**src/rtl/cfd_pkg.sv**
```systemverilog
package cfd_pkg;
  localparam logic [3:0] ADDR_KEY  = 4'h0;
  localparam logic [3:0] ADDR_STAT = 4'h1;
  localparam logic [3:0] ADDR_CTRL = 4'h2;
  localparam logic [7:0] UNLOCK_KEY = 8'hA5;
  localparam int unsigned WIN_CYC = 4;

  typedef enum logic [1:0] {
    SRC_MAIN = 2'd0,
    SRC_HF   = 2'd1,
    SRC_LF   = 2'd2,
    SRC_RSVD = 2'd3
  } src_e;

  typedef struct packed {
    src_e src;
    logic test;
    logic en;
  } ctrl_t;
endpackage

```
**src/rtl/cfd_monitor.sv**
```systemverilog
module cfd_monitor #(
  parameter int unsigned NSRC    = 3,
  parameter int unsigned TIMEOUT = 64,
  parameter int unsigned SW      = 2
) (
  input  logic            clk_i,
  input  logic            rst_ni,
  input  logic [NSRC-1:0] mclk_i,
  input  logic [SW-1:0]   sel_i,
  input  logic            en_i,
  output logic            det_o
);
  localparam int unsigned CW = $clog2(TIMEOUT + 1);

  logic [NSRC-1:0] s1_q, s2_q, s3_q, rise;
  logic [SW-1:0]   sel_d_q;
  logic            en_d_q;
  logic [CW-1:0]   cnt_q;
  logic            edge_sel, restart;

  for (genvar i = 0; i < NSRC; i++) begin : g_sync
    always_ff @(posedge clk_i or negedge rst_ni) begin
      if (!rst_ni) begin
        s1_q[i] <= 1'b0;
        s2_q[i] <= 1'b0;
        s3_q[i] <= 1'b0;
      end else begin
        s1_q[i] <= mclk_i[i];
        s2_q[i] <= s1_q[i];
        s3_q[i] <= s2_q[i];
      end
    end
    assign rise[i] = s2_q[i] & ~s3_q[i];
  end

  assign edge_sel = (int'(sel_i) < NSRC) ? rise[sel_i] : 1'b0;
  assign restart  = (sel_i != sel_d_q) | (en_i & ~en_d_q);

  always_ff @(posedge clk_i or negedge rst_ni) begin
    if (!rst_ni) begin
      sel_d_q <= '0;
      en_d_q  <= 1'b0;
      cnt_q   <= '0;
    end else begin
      sel_d_q <= sel_i;
      en_d_q  <= en_i;
      if (!en_i || edge_sel || restart) cnt_q <= '0;
      else if (cnt_q != CW'(TIMEOUT))   cnt_q <= cnt_q + 1'b1;
    end
  end

  assign det_o = en_i & (cnt_q == CW'(TIMEOUT));

  AST_CNT_BOUND: assert property (@(posedge clk_i) disable iff (!rst_ni)
    cnt_q <= CW'(TIMEOUT));
  AST_RESTART_CLR: assert property (@(posedge clk_i) disable iff (!rst_ni)
    (sel_i != sel_d_q) |=> cnt_q == '0);
endmodule

```
**src/rtl/cfd_regs.sv**
```systemverilog
module cfd_regs
  import cfd_pkg::*;
(
  input  logic       clk_i,
  input  logic       rst_ni,
  input  logic       we_i,
  input  logic [3:0] addr_i,
  input  logic [7:0] wdata_i,
  output logic [7:0] rdata_o,
  input  logic       fail_int_en_i,
  input  logic       int_type_i,
  input  logic       det_i,
  output ctrl_t      ctrl_o,
  output logic       fail_o
);
  localparam int unsigned WW = $clog2(WIN_CYC + 1);

  ctrl_t         ctrl_q;
  logic [WW-1:0] win_q;
  logic          locked_q, lock_now, flag_q;
  logic          key_wr, ctrl_wr, ctrl_ok, stat_clr;

  assign key_wr   = we_i && addr_i == ADDR_KEY && wdata_i == UNLOCK_KEY;
  assign ctrl_wr  = we_i && addr_i == ADDR_CTRL;
  assign ctrl_ok  = ctrl_wr && win_q != '0;
  assign stat_clr = we_i && addr_i == ADDR_STAT && wdata_i[0];
  assign lock_now = locked_q | (ctrl_q.en & fail_int_en_i & int_type_i);

  always_ff @(posedge clk_i or negedge rst_ni) begin
    if (!rst_ni)              win_q <= '0;
    else if (key_wr)          win_q <= WW'(WIN_CYC);
    else if (ctrl_wr)         win_q <= '0;
    else if (win_q != '0)     win_q <= win_q - 1'b1;
  end

  always_ff @(posedge clk_i or negedge rst_ni) begin
    if (!rst_ni) begin
      ctrl_q   <= '0;
      locked_q <= 1'b0;
    end else begin
      locked_q <= lock_now;
      if (ctrl_ok) begin
        ctrl_q.test <= wdata_i[1];
        if (!lock_now) begin
          ctrl_q.en <= wdata_i[0];
          if (wdata_i[3:2] != SRC_RSVD) ctrl_q.src <= src_e'(wdata_i[3:2]);
        end
      end
    end
  end

  always_ff @(posedge clk_i or negedge rst_ni) begin
    if (!rst_ni)       flag_q <= 1'b0;
    else if (det_i)    flag_q <= 1'b1;
    else if (stat_clr) flag_q <= 1'b0;
  end

  assign fail_o = flag_q | ctrl_q.test;
  assign ctrl_o = ctrl_q;

  always_comb begin
    case (addr_i)
      ADDR_CTRL: rdata_o = {4'b0, ctrl_q};
      ADDR_STAT: rdata_o = {7'b0, fail_o};
      default:   rdata_o = 8'h00;
    endcase
  end

  AST_CTRL_GUARD: assert property (@(posedge clk_i) disable iff (!rst_ni)
    (ctrl_wr && win_q == '0) |=> $stable(ctrl_q));
  AST_SRC_LEGAL: assert property (@(posedge clk_i) disable iff (!rst_ni)
    ctrl_q.src != SRC_RSVD);
  AST_LOCK_HOLD: assert property (@(posedge clk_i) disable iff (!rst_ni)
    locked_q |=> locked_q);
  AST_LOCKED_FIELDS: assert property (@(posedge clk_i) disable iff (!rst_ni)
    (lock_now && ctrl_wr) |=> $stable(ctrl_q.src) && $stable(ctrl_q.en));
  AST_FLAG_STICKY: assert property (@(posedge clk_i) disable iff (!rst_ni)
    (flag_q && !stat_clr) |=> flag_q);
  AST_FLAG_NEEDS_EN: assert property (@(posedge clk_i) disable iff (!rst_ni)
    $rose(flag_q) |-> $past(ctrl_q.en));
endmodule

```
**src/rtl/cfd_ctrl.sv**
```systemverilog
module cfd_ctrl
  import cfd_pkg::*;
#(
  parameter int unsigned TIMEOUT = 64,
  parameter int unsigned NSRC    = 3
) (
  input  logic            clk_i,
  input  logic            rst_ni,
  input  logic            we_i,
  input  logic [3:0]      addr_i,
  input  logic [7:0]      wdata_i,
  output logic [7:0]      rdata_o,
  input  logic [NSRC-1:0] mclk_i,
  input  logic            fail_int_en_i,
  input  logic            int_type_i,
  output logic            fail_o,
  output logic            irq_o,
  output logic            nmi_o
);
  ctrl_t ctrl;
  logic  det;

  cfd_regs u_regs (
    .clk_i, .rst_ni, .we_i, .addr_i, .wdata_i, .rdata_o,
    .fail_int_en_i, .int_type_i,
    .det_i  (det),
    .ctrl_o (ctrl),
    .fail_o (fail_o)
  );

  cfd_monitor #(.NSRC(NSRC), .TIMEOUT(TIMEOUT), .SW(2)) u_mon (
    .clk_i, .rst_ni,
    .mclk_i (mclk_i),
    .sel_i  (ctrl.src),
    .en_i   (ctrl.en),
    .det_o  (det)
  );

  assign irq_o = fail_o & fail_int_en_i & ~int_type_i;
  assign nmi_o = fail_o & fail_int_en_i &  int_type_i;

  AST_IRQ_NMI_EXCL: assert property (@(posedge clk_i) disable iff (!rst_ni)
    !(irq_o && nmi_o));
endmodule

```
**config.mk**
```make
export PLATFORM = sky130hd
export DESIGN_NAME = cfd_ctrl
export DESIGN_NICKNAME = d
export VERILOG_FILES = /design/src/rtl/cfd_pkg.sv /design/src/rtl/cfd_monitor.sv /design/src/rtl/cfd_regs.sv /design/src/rtl/cfd_ctrl.sv
export SDC_FILE = /design/constraint.sdc
export NUM_CORES = 1
export LEC_CHECK = 0
export ABC_AREA = 1
export BUFFER_PORTS_ARGS = -buffer_cell sky130_fd_sc_hd__buf_2
export CORE_MARGIN = 3
export CORE_UTILIZATION = 48
export CTS_CLUSTER_DIAMETER = 30
export DETAILED_ROUTE_END_ITERATION = 12
export GPL_TIMING_DRIVEN = 0
export PLACE_DENSITY = 0.71
export RECOVER_POWER = 50
export SLEW_MARGIN = 30
export SYNTH_ARGS = -nofsm -noshare
export SYNTH_HDL_FRONTEND = slang
export SYNTH_SLANG_ARGS = --single-unit
```
**constraint.sdc**
```tcl
create_clock -name clk_i -period 3.18 [get_ports clk_i]
set_input_delay 0.318 -clock clk_i [delete_from_list [all_inputs] [get_ports clk_i]]
set_output_delay 0.318 -clock clk_i [all_outputs]
set_load 0.01 [all_outputs]
```
* Yosys cells after proc, flatten, opt, wreduce, memory -nomap -nowiden *
Cells that the tools add are included.
W data, S select, Z words.

word-level totals
  bits in registers = 28
  input port bits = 20
  output and inout bits = 11

operators by class
  $add $sub $neg = 2
  $lt $le $gt $ge = 2
  equality and inequality tests = 7
  mux-type cells = 11
  bitwise operators = 19
  reduce and logical (&&, ||, !) cells = 16

operator list
  cell                   number
  $mux W7                2
  $and A1 B1 Y1          10
  $mux W3                3
  $eq A8 B8 Y1 const B   1
  $pmux W4 S2            1
  $add A7 B1 Y7 const B  1
  $eq A7 B7 Y1 const B   1
  $ne A7 B7 Y1 const B   1
  $logic_and A1 B1 Y1    6
  $not A1 Y1             6
  $reduce_bool A3 Y1     2
  $eq A4 B1 Y1 const B   1
  $eq A4 B2 Y1 const B   1
  $logic_not A4 Y1       1
  $mux W1                4
  $reduce_bool A2 Y1     2
  $lt A2 B3 Y1 const B   1
  $or A1 B1 Y1           3
  $reduce_and A3 Y1      1
  $sub A3 B1 Y3 const B  1
  $bmux W1 S2            1
  $logic_or A1 B1 Y1     2
  $lt A2 B2 Y1 const B   1
  $ne A2 B2 Y1           1
  3 further kinds        3

* Longest topological paths before layout *
Gate-level depths: netlist of the first run.

  depth after elaboration = 8
  gate-level depth with buffers = 9

* By module *
From an unflattened synthesis of the first run, not the netlist that was laid out.

second synthesis, totals
  cell total of the unflattened synthesis = 172
  area, all modules = 1,446.4 um^2

modules (own cells, without submodules)
  module       times used  cells each  area an instance (um^2)
  cfd_monitor  1           83          799.5
  cfd_regs     1           85          631.9
  cfd_ctrl     1           4           15.0

* Worst setup path before layout of the first run *
No wires, ideal clock.

  path kind = register to register
  start = register u_regs.win_q[0]
  end = register u_regs.win_q[1]
  arrival = 1,110 ps
  setup slack = 1,953 ps
  stages on the path, launching flop included = 10
  path buffers = 0
  clock period less this slack = 1,227 ps
  cells stage by stage = dfrtp_1 > inv_1 > ha_1 > inv_1 > nor2_1 > inv_1 > nand2_1 > inv_1 > nand3_1 > nand2_1

between the ends
  word-level cells in the longest chain between the ends = 4
  elaborated cells on any way between the ends = 6

ends and longest elaborated chain
  item                    line            source
  start, declared         cfd_regs.sv:19  logic [WW-1:0] win_q;
  start signal, assigned  cfd_regs.sv:31  else if (key_wr) win_q <= WW'(WIN_CYC);
  start signal, assigned  cfd_regs.sv:33  else if (win_q != '0) win_q <= win_q - 1'b1;
  $sub A3 B1 Y3           cfd_regs.sv:33
  $mux W3                 cfd_regs.sv:33
  $mux W3                 cfd_regs.sv:32  else if (ctrl_wr) win_q <= '0;
  $mux W3                 cfd_regs.sv:31

Several ways; a longest one is shown, not always the timed one. The select of a mux whose other input is x is not followed.
A chain may end at the register's enable or synchronous reset.

==> impl_metrics.yaml, run 1 <==
timing:
  hold_violations: 0
  fin_skew_ps: 6.03
  relSlewSlack: 0.0549
  final_max_slew_viol_count: 0
  worst_pin_slew_ps: 1420
  finalSetupViolations: 0
  period_minus_slack_ps: 1660
  worst_slack_ps: 1520
  fmaxAchievable_mhz: 602
  rsz0062_at_grt: "false"
  hold_slack_ps: 93.1
  min_period_over_period: 0.523
  finalSetupTns_ps: 0
grt:
  grt_pass1_wl_um: 4170
  grt_usage: 0.153
  grt_overflow: 0
  grt_max_degree: 29
  grt_pass1_vias: 1039
  antenna_found_initial: 0
yosys:
  async_reset_ff_frac: 1.00
  synth_top_cell_by_area: "dfrtp_1"
  synth-main-ff-cell: "dfrtp_1"
  seq_area_frac_synth: 0.499
  synth_area_um2: 1400
  synthTopCellsByCount: "nand2_1 (42), inv_1 (30), dfrtp_1 (28), nor2_1 (25), nand3_1 (15)"
  yosysMostFrequentCell: "nand2_1"
  synthTopCellsByArea: "dfrtp_1 (50%), nand2_1 (11%), inv_1 (8.0%), nor2_1 (6.7%), nand3_1 (5.3%)"
  yosysTopAreaCellShare: 0.499
  netlist_instances: 175
  synth_warnings: 0
  ys_seq_elements: 28
  synth_cell_types: 21
  avgSynthCellArea_um2: 8.02
  synth_edf_count: 0
clock_network:
  clk_latency_ps: 320
  clk_pin_slew_worst_paths_ps: 130
  cts_resized: 0
  postCtsHoldBufs: 1
  cts_setup_buffers: 0
  htree_num_levels: 1
  cts_tree: "built"
  cts.sinks: 28
  cts_buffers: 3
  cts_max_path_buffers: 2
  cts_root_buf: "clkbuf_4"
drt:
  viasPerCell: 4.75
  firstDrtPassIters: 4
  drt_wl_total_um: 2480
  wl_per_cell_um: 10.4
  ant_nets: 0
  dr_total_vias: 1136
  drt_iter0_drc: 49
  drc: 0
hold_path:
  hold_class: "input port to flop"
cells_and_area:
  nets: 234
  drive_above_1_share: 0.215
  fillers: 260
  diodes: 0
  final_cell_area_um2: 1640
  area_growth_pct: 16.8
power_and_ir_drop:
  p_per_area_nw_per_um2: 495
  p_leak_nw: 0.882
  irDropWorstVdd_v: 0.000436
worst_setup_path:
  path_max_fanout: 28
  end_kind: "async pin"
  critical_path_class: "input port to async pin"
  crit_arrival_ps: 1880
  path_buf_inv: 2
  cpPeakStageDelay_ps: 1030
  crit_slowest_cell: "clkbuf_1"
  cp_top_family: "buffers and inverters"
  crit_chain: "dlygate4sd3_1 -> clkbuf_1"
  cp.required_ps: 3400
  start_kind: "input port"
place:
  portBuffers: 26
  dpl_worst_slack_ps: 1820
  place.gp.congestion: 0.855
  dpl-instance-area_um2: 1580
  hpwlAfterDp_um: 2020
job:
  max_cap_viol_count: 0
outcome:
  outcome: "completed"
floorplan:
  die_h_um: 60.1
  fp.coreArea_um2: 2640
  dieArea_um2: 3610
  row_count: 18
  io_pins: 31
  initial_utilization: 0.533
  die_w_um: 60.1
==> layout by cell type, fill, tap and decap left out, drive strengths merged <==
master       count
nand4            2
dlygate4sd3      1
ha               4
nor2            31
nand2           45
o22ai            1
nand3b           2
o21ai            7
inv             31
xor2             1
clkbuf           4
bufinv           1
buf             29
xnor2            1
dfrtp           28
conb             4
nand3           16
nor3             1
==> power breakdown <==
| part | internal [mW] | switching (mW) | leakage (nW) | total [mW] |
|---|---|---|---|---|
| logic | 0.0738 | 0.104 | 0.499 | 0.178 |
| clock network | 0.127 | 0.0971 | 0.0279 | 0.225 |
| registers | 0.392 | 0.0173 | 0.355 | 0.409 |
| total | 0.593 | 0.219 | 0.882 | 0.811 |
==> final timing paths <==
path / from / to / slack [ps] / depth (start not counted)
worst min-delay path: mclk_i[0] / u_mon.s1_q[0] / 90 / 1
worst max-delay path: rst_ni / u_regs.ctrl_o[1] / 1520 / 2
worst max register to register: u_mon.cnt_q[0] / u_mon.cnt_q[2] / 1780 / 9
max in group clk_i: u_regs.flag_q / irq_o / 1650 / 5
min in group asynchronous: rst_ni / u_regs.locked_q / 830 / 2
worst min register to register: u_mon.s1_q[0] / u_mon.s2_q[0] / 360 / 0
==> per-stage QoR <==
step,util,cells,power (mW)
6_report,0.623,239,0.811
5_1_grt,0.623,239,0.870
4_1_cts,0.624,239,0.825
3_5_place_dp,0.601,234,0.597
3_3_place_gp,0.601,234,0.587
2_1_floorplan,-,178,0.540
==> registers in the layout (all words and copies together) (netlist names), 2 cells and up <==
signal         cells
u_regs.win_q       3
u_mon.s2_q         3
u_mon.s1_q         3
u_mon.s3_q         3
u_mon.sel_d_q      2
u_regs.ctrl_o      4
u_mon.cnt_q        7
==> logic make-up after synthesis <==
logic type	count (synthesis)	share of synthesized area
adders and majority gates	4	0.0357
xor gates and xnor gates	2	0.0125
DFF	28	0.499
AOI/OAI and AO/OA	8	0.0321
other	1	0.00267
buffers and inverters	35	0.104
and+or+nand+nor	97	0.314
==> layer usage <==
layer,track usage,vias up,share of wire
met4,0.0475,0,0.0081
met5,0,-,0
met1,0.184,522,0.44
met3,0.0389,2,0.047
li1,-,591,-
met2,0.267,21,0.50
==> cell type report <==
type                    instances  area (um^2)  area share
flip-flops and latches         28          701       0.427
repair buffers                 27          139      0.0847
clock buffers                   3         22.5      0.0137
multi-input cells             115          564       0.344
plain buffers                   4         30.0      0.0183
well taps                      30         37.5      0.0229
clock inverters                 1         30.0      0.0183
inverters                      31          116      0.0709
(Power assumes the default switching activity.)
==> run 2: changes to the inputs <==
--- a/config.mk
+++ b/config.mk
@@ -5,14 +5,14 @@
 export SDC_FILE = /design/constraint.sdc
 export NUM_CORES = 1
 export LEC_CHECK = 0
-export ABC_AREA = 1
+export ABC_AREA = 0
 export BUFFER_PORTS_ARGS = -buffer_cell sky130_fd_sc_hd__buf_2
 export CORE_MARGIN = 3
-export CORE_UTILIZATION = 48
+export CORE_UTILIZATION = 47
 export CTS_CLUSTER_DIAMETER = 30
 export DETAILED_ROUTE_END_ITERATION = 12
 export GPL_TIMING_DRIVEN = 0
-export PLACE_DENSITY = 0.71
+export PLACE_DENSITY = 0.73
 export RECOVER_POWER = 50
 export SLEW_MARGIN = 30
 export SYNTH_ARGS = -nofsm -noshare
==> constraint.sdc (replaced) <==
create_clock -name clk_i -period 1.5 [get_ports clk_i]
set_input_delay 0.15 -clock clk_i [delete_from_list [all_inputs] [get_ports clk_i]]
set_output_delay 0.15 -clock clk_i [all_outputs]
set_load 0.01 [all_outputs]
==> run 2 against run 1 <==
  * The flow now finishes with violations (setup timing)
  * Global-route usage increased by 0.59 points
  * Clock power grew 31%
  * Final area up 5.0%
  * Power is 150% higher
  * Via count fell by 6.0%
  * Final cell count down 20%
  * Combinational power grew to 4.0 times the previous value
  * Sequential share of layout area down 2.0 points
  * Clock skew up 1.7 ps
  * Worst hold slack worse by 25 ps
==> impl_metrics.yaml, run 2 <==
cells_and_area:
  layout_common_cells: "dfrtp_1 (28), buf_2 (24), buf_4 (12)"
  drive_above_1_share: 0.377
  layout_commonest_cell: "dfrtp_1"
  area_growth_pct: 29.4
  largest_reg_flops: 7
  diodes: 0
  fillers: 202
  layoutNonFillerInstCount: 192
  regMostFlops: "u_mon.cnt_q"
  nets: 188
power_and_ir_drop:
  comb_power_share: 0.347
  p_leak_nw: 0.785
  switching_power_uw: 689
  p_per_area_nw_per_um2: 1180
  totalPowerFinal_mw: 2.03
  seqPwrFrac: 0.507
  switching_share: 0.340
  irDropWorstVdd_v: 0.00106
  p_clk_frac: 0.146
  internal_power_mw: 1.34
hold_path:
  hold_class: "input port to flop"
yosys:
  synth-main-ff-cell: "dfrtp_1"
  synthTopCellsByArea: "dfrtp_1 (53%), ha_1 (3.8%), a211oi_1 (2.3%), buf_4 (2.3%), nor4b_1 (2.0%)"
  netlist_instances: 118
  synth_cell_types: 43
  synth_edf_count: 0
  yosysMostFrequentCell: "dfrtp_1"
  yosysTopAreaCellShare: 0.526
  synth_warnings: 0
  async_reset_ff_frac: 1.00
  synth_area_um2: 1330
  synthTopCellsByCount: "dfrtp_1 (28), inv_1 (6), nor2_1 (6)"
  seq_area_frac_synth: 0.526
  avgSynthCellArea_um2: 11.3
  ys_seq_elements: 28
  synth_top_cell_by_area: "dfrtp_1"
clock_network:
  clk_latency_ps: 320
  clk_pin_slew_worst_paths_ps: 140
  cts.sinks: 28
  htree_num_levels: 1
  cts_root_buf: "clkbuf_4"
  cts_tree: "built"
  cts_max_path_buffers: 2
  cts_buffers: 3
drt:
  firstDrtPassIters: 4
  drc: 0
  drt_iter0_drc: 35
  dr_total_vias: 1068
  wl_per_cell_um: 14.5
  drt_wl_total_um: 2780
  viasPerCell: 5.56
  ant_nets: 0
worst_setup_path:
  reg2reg_slack_ps: -240
  crit_slowest_cell: "or4b_4"
  critical_path_class: "flop to flop"
  start_kind: "flop"
  cpPeakStageDelay_ps: 500
  crit_chain: "inv_2 -> ha_4 -> or4b_4 -> or3_4 -> a211oi_2"
  crit_arrival_ps: 1990
  path_max_fanout: 5
  cp.required_ps: 1750
  end_kind: "flop"
place:
  placedCellCount: 177
  dpl_worst_slack_ps: -237
  place.gp.congestion: 0.822
  hpwlAfterDp_um: 1860
  portBuffers: 26
timing:
  fin_skew_ps: 7.73
  finalSetupTns_ps: -480
  final_max_slew_viol_count: 0
  worst_slack_ps: -242
  worst_pin_slew_ps: 672
  period_minus_slack_ps: 1740
  rsz0062_at_grt: "true"
  min_period_over_period: 1.16
  fmaxAchievable_mhz: 574
  finalSetupViolations: 4
  hold_violations: 0
  relSlewSlack: 0.552
outcome:
  violations: "setup timing"
  outcome: "finished, violations left"
floorplan:
  fp.coreArea_um2: 2590
  io_pins: 31
  die_w_um: 59.2
  dieArea_um2: 3510
  initial_utilization: 0.514
  die_h_um: 59.2
  row_count: 18
grt:
  grt_overflow: 0
  grt_pass1_vias: 999
  grt_pass1_wl_um: 4330
  grt_max_degree: 29
  antenna_found_initial: 0
  grt_usage: 0.159
job:
  max_cap_viol_count: 0
[run 2: logic make-up (layout without fill, tap and decap cells)]
logic type | count (synthesis) | in the layout | share of synthesized area
AO/OA/AOI/OAI | 20 | 20 | 0.112
flip-flops | 28 | 28 | 0.526
buffers and inverters | 11 | 52 | 0.0423
adder cells (fa/ha/maj) | 4 | 4 | 0.0376
other | 1 | 4 | 0.00282
multiplexers | 2 | 2 | 0.0169
AND/OR/NAND/NOR | 48 | 48 | 0.236
XOR/XNOR | 4 | 4 | 0.0263
[run 2: worst max-delay path: cells and delay by family, from the launching register on]
kind | cells | cell delay [ps]
AOI/OAI and AO/OA | 1 | 170
adders and majority gates | 1 | 120
buffers and inverters | 1 | 100
DFF | 1 | 430
and+or+nand+nor | 2 | 850
[run 2: per-stage QoR]
stage          hold slack (ps)  instance area (um^2)   util
2_1_floorplan             -146                  1350      -
3_3_place_gp               184                  1520  0.586
3_5_place_dp               193                  1520  0.586
4_1_cts                   61.0                  1610  0.622
5_1_grt                   51.4                  1720  0.665
6_report                  68.3                  1720  0.665
[run 2: layout make-up]
class | instances | area [um^2] | area share
plain buffers | 4 | 30.0 | 0.0174
clock buffers | 3 | 22.5 | 0.0131
inverters | 6 | 22.5 | 0.0131
multi-input cells | 82 | 662 | 0.384
flip-flops and latches | 28 | 701 | 0.407
well taps | 30 | 37.5 | 0.0218
repair buffers | 39 | 248 | 0.144
[run 2: repair_timing]
| item | in CTS | in global routing |
|---|---|---|
| hold endpoints to repair | 31 | 0 |
| pin swaps | 0 | 5 |
| setup buffers | 3 | 6 |
| hold buffers | 4 | 0 |
| setup endpoints to repair | 11 | 12 |
| gates cloned | 0 | 0 |
| resized for setup | 2 | 18 |
[run 2: final timing paths]
check / start / endpoint / cells past startpoint
min in group asynchronous: rst_ni / u_mon.cnt_q[4] / 2
hold / removal: wdata_i[1] / u_regs.ctrl_o[1] / 2
hold reg to reg: u_mon.s1_q[1] / u_mon.s2_q[1] / 0
setup / recovery: u_mon.cnt_q[1] / u_mon.cnt_q[1] / 5
setup reg to reg: u_mon.cnt_q[1] / u_mon.cnt_q[1] / 5
max in group asynchronous: rst_ni / u_regs.ctrl_o[3] / 2
[run 2: power groups by stage]
stage	registers (mW)	clock network (mW)	logic, mW
after floorplan	1.01	0	0.395
after global placement	1.04	0	0.521
after detailed placement	1.05	0	0.548
after CTS	1.03	0.307	0.596
after global routing	1.05	0.342	0.780
final	1.03	0.295	0.704
[run 2: routing by layer]
metal	GRT usage	wire length, um
met1	0.218	1200
met2	0.261	1440
met3	0.0392	118
met4	0.0227	10
met5	0	0
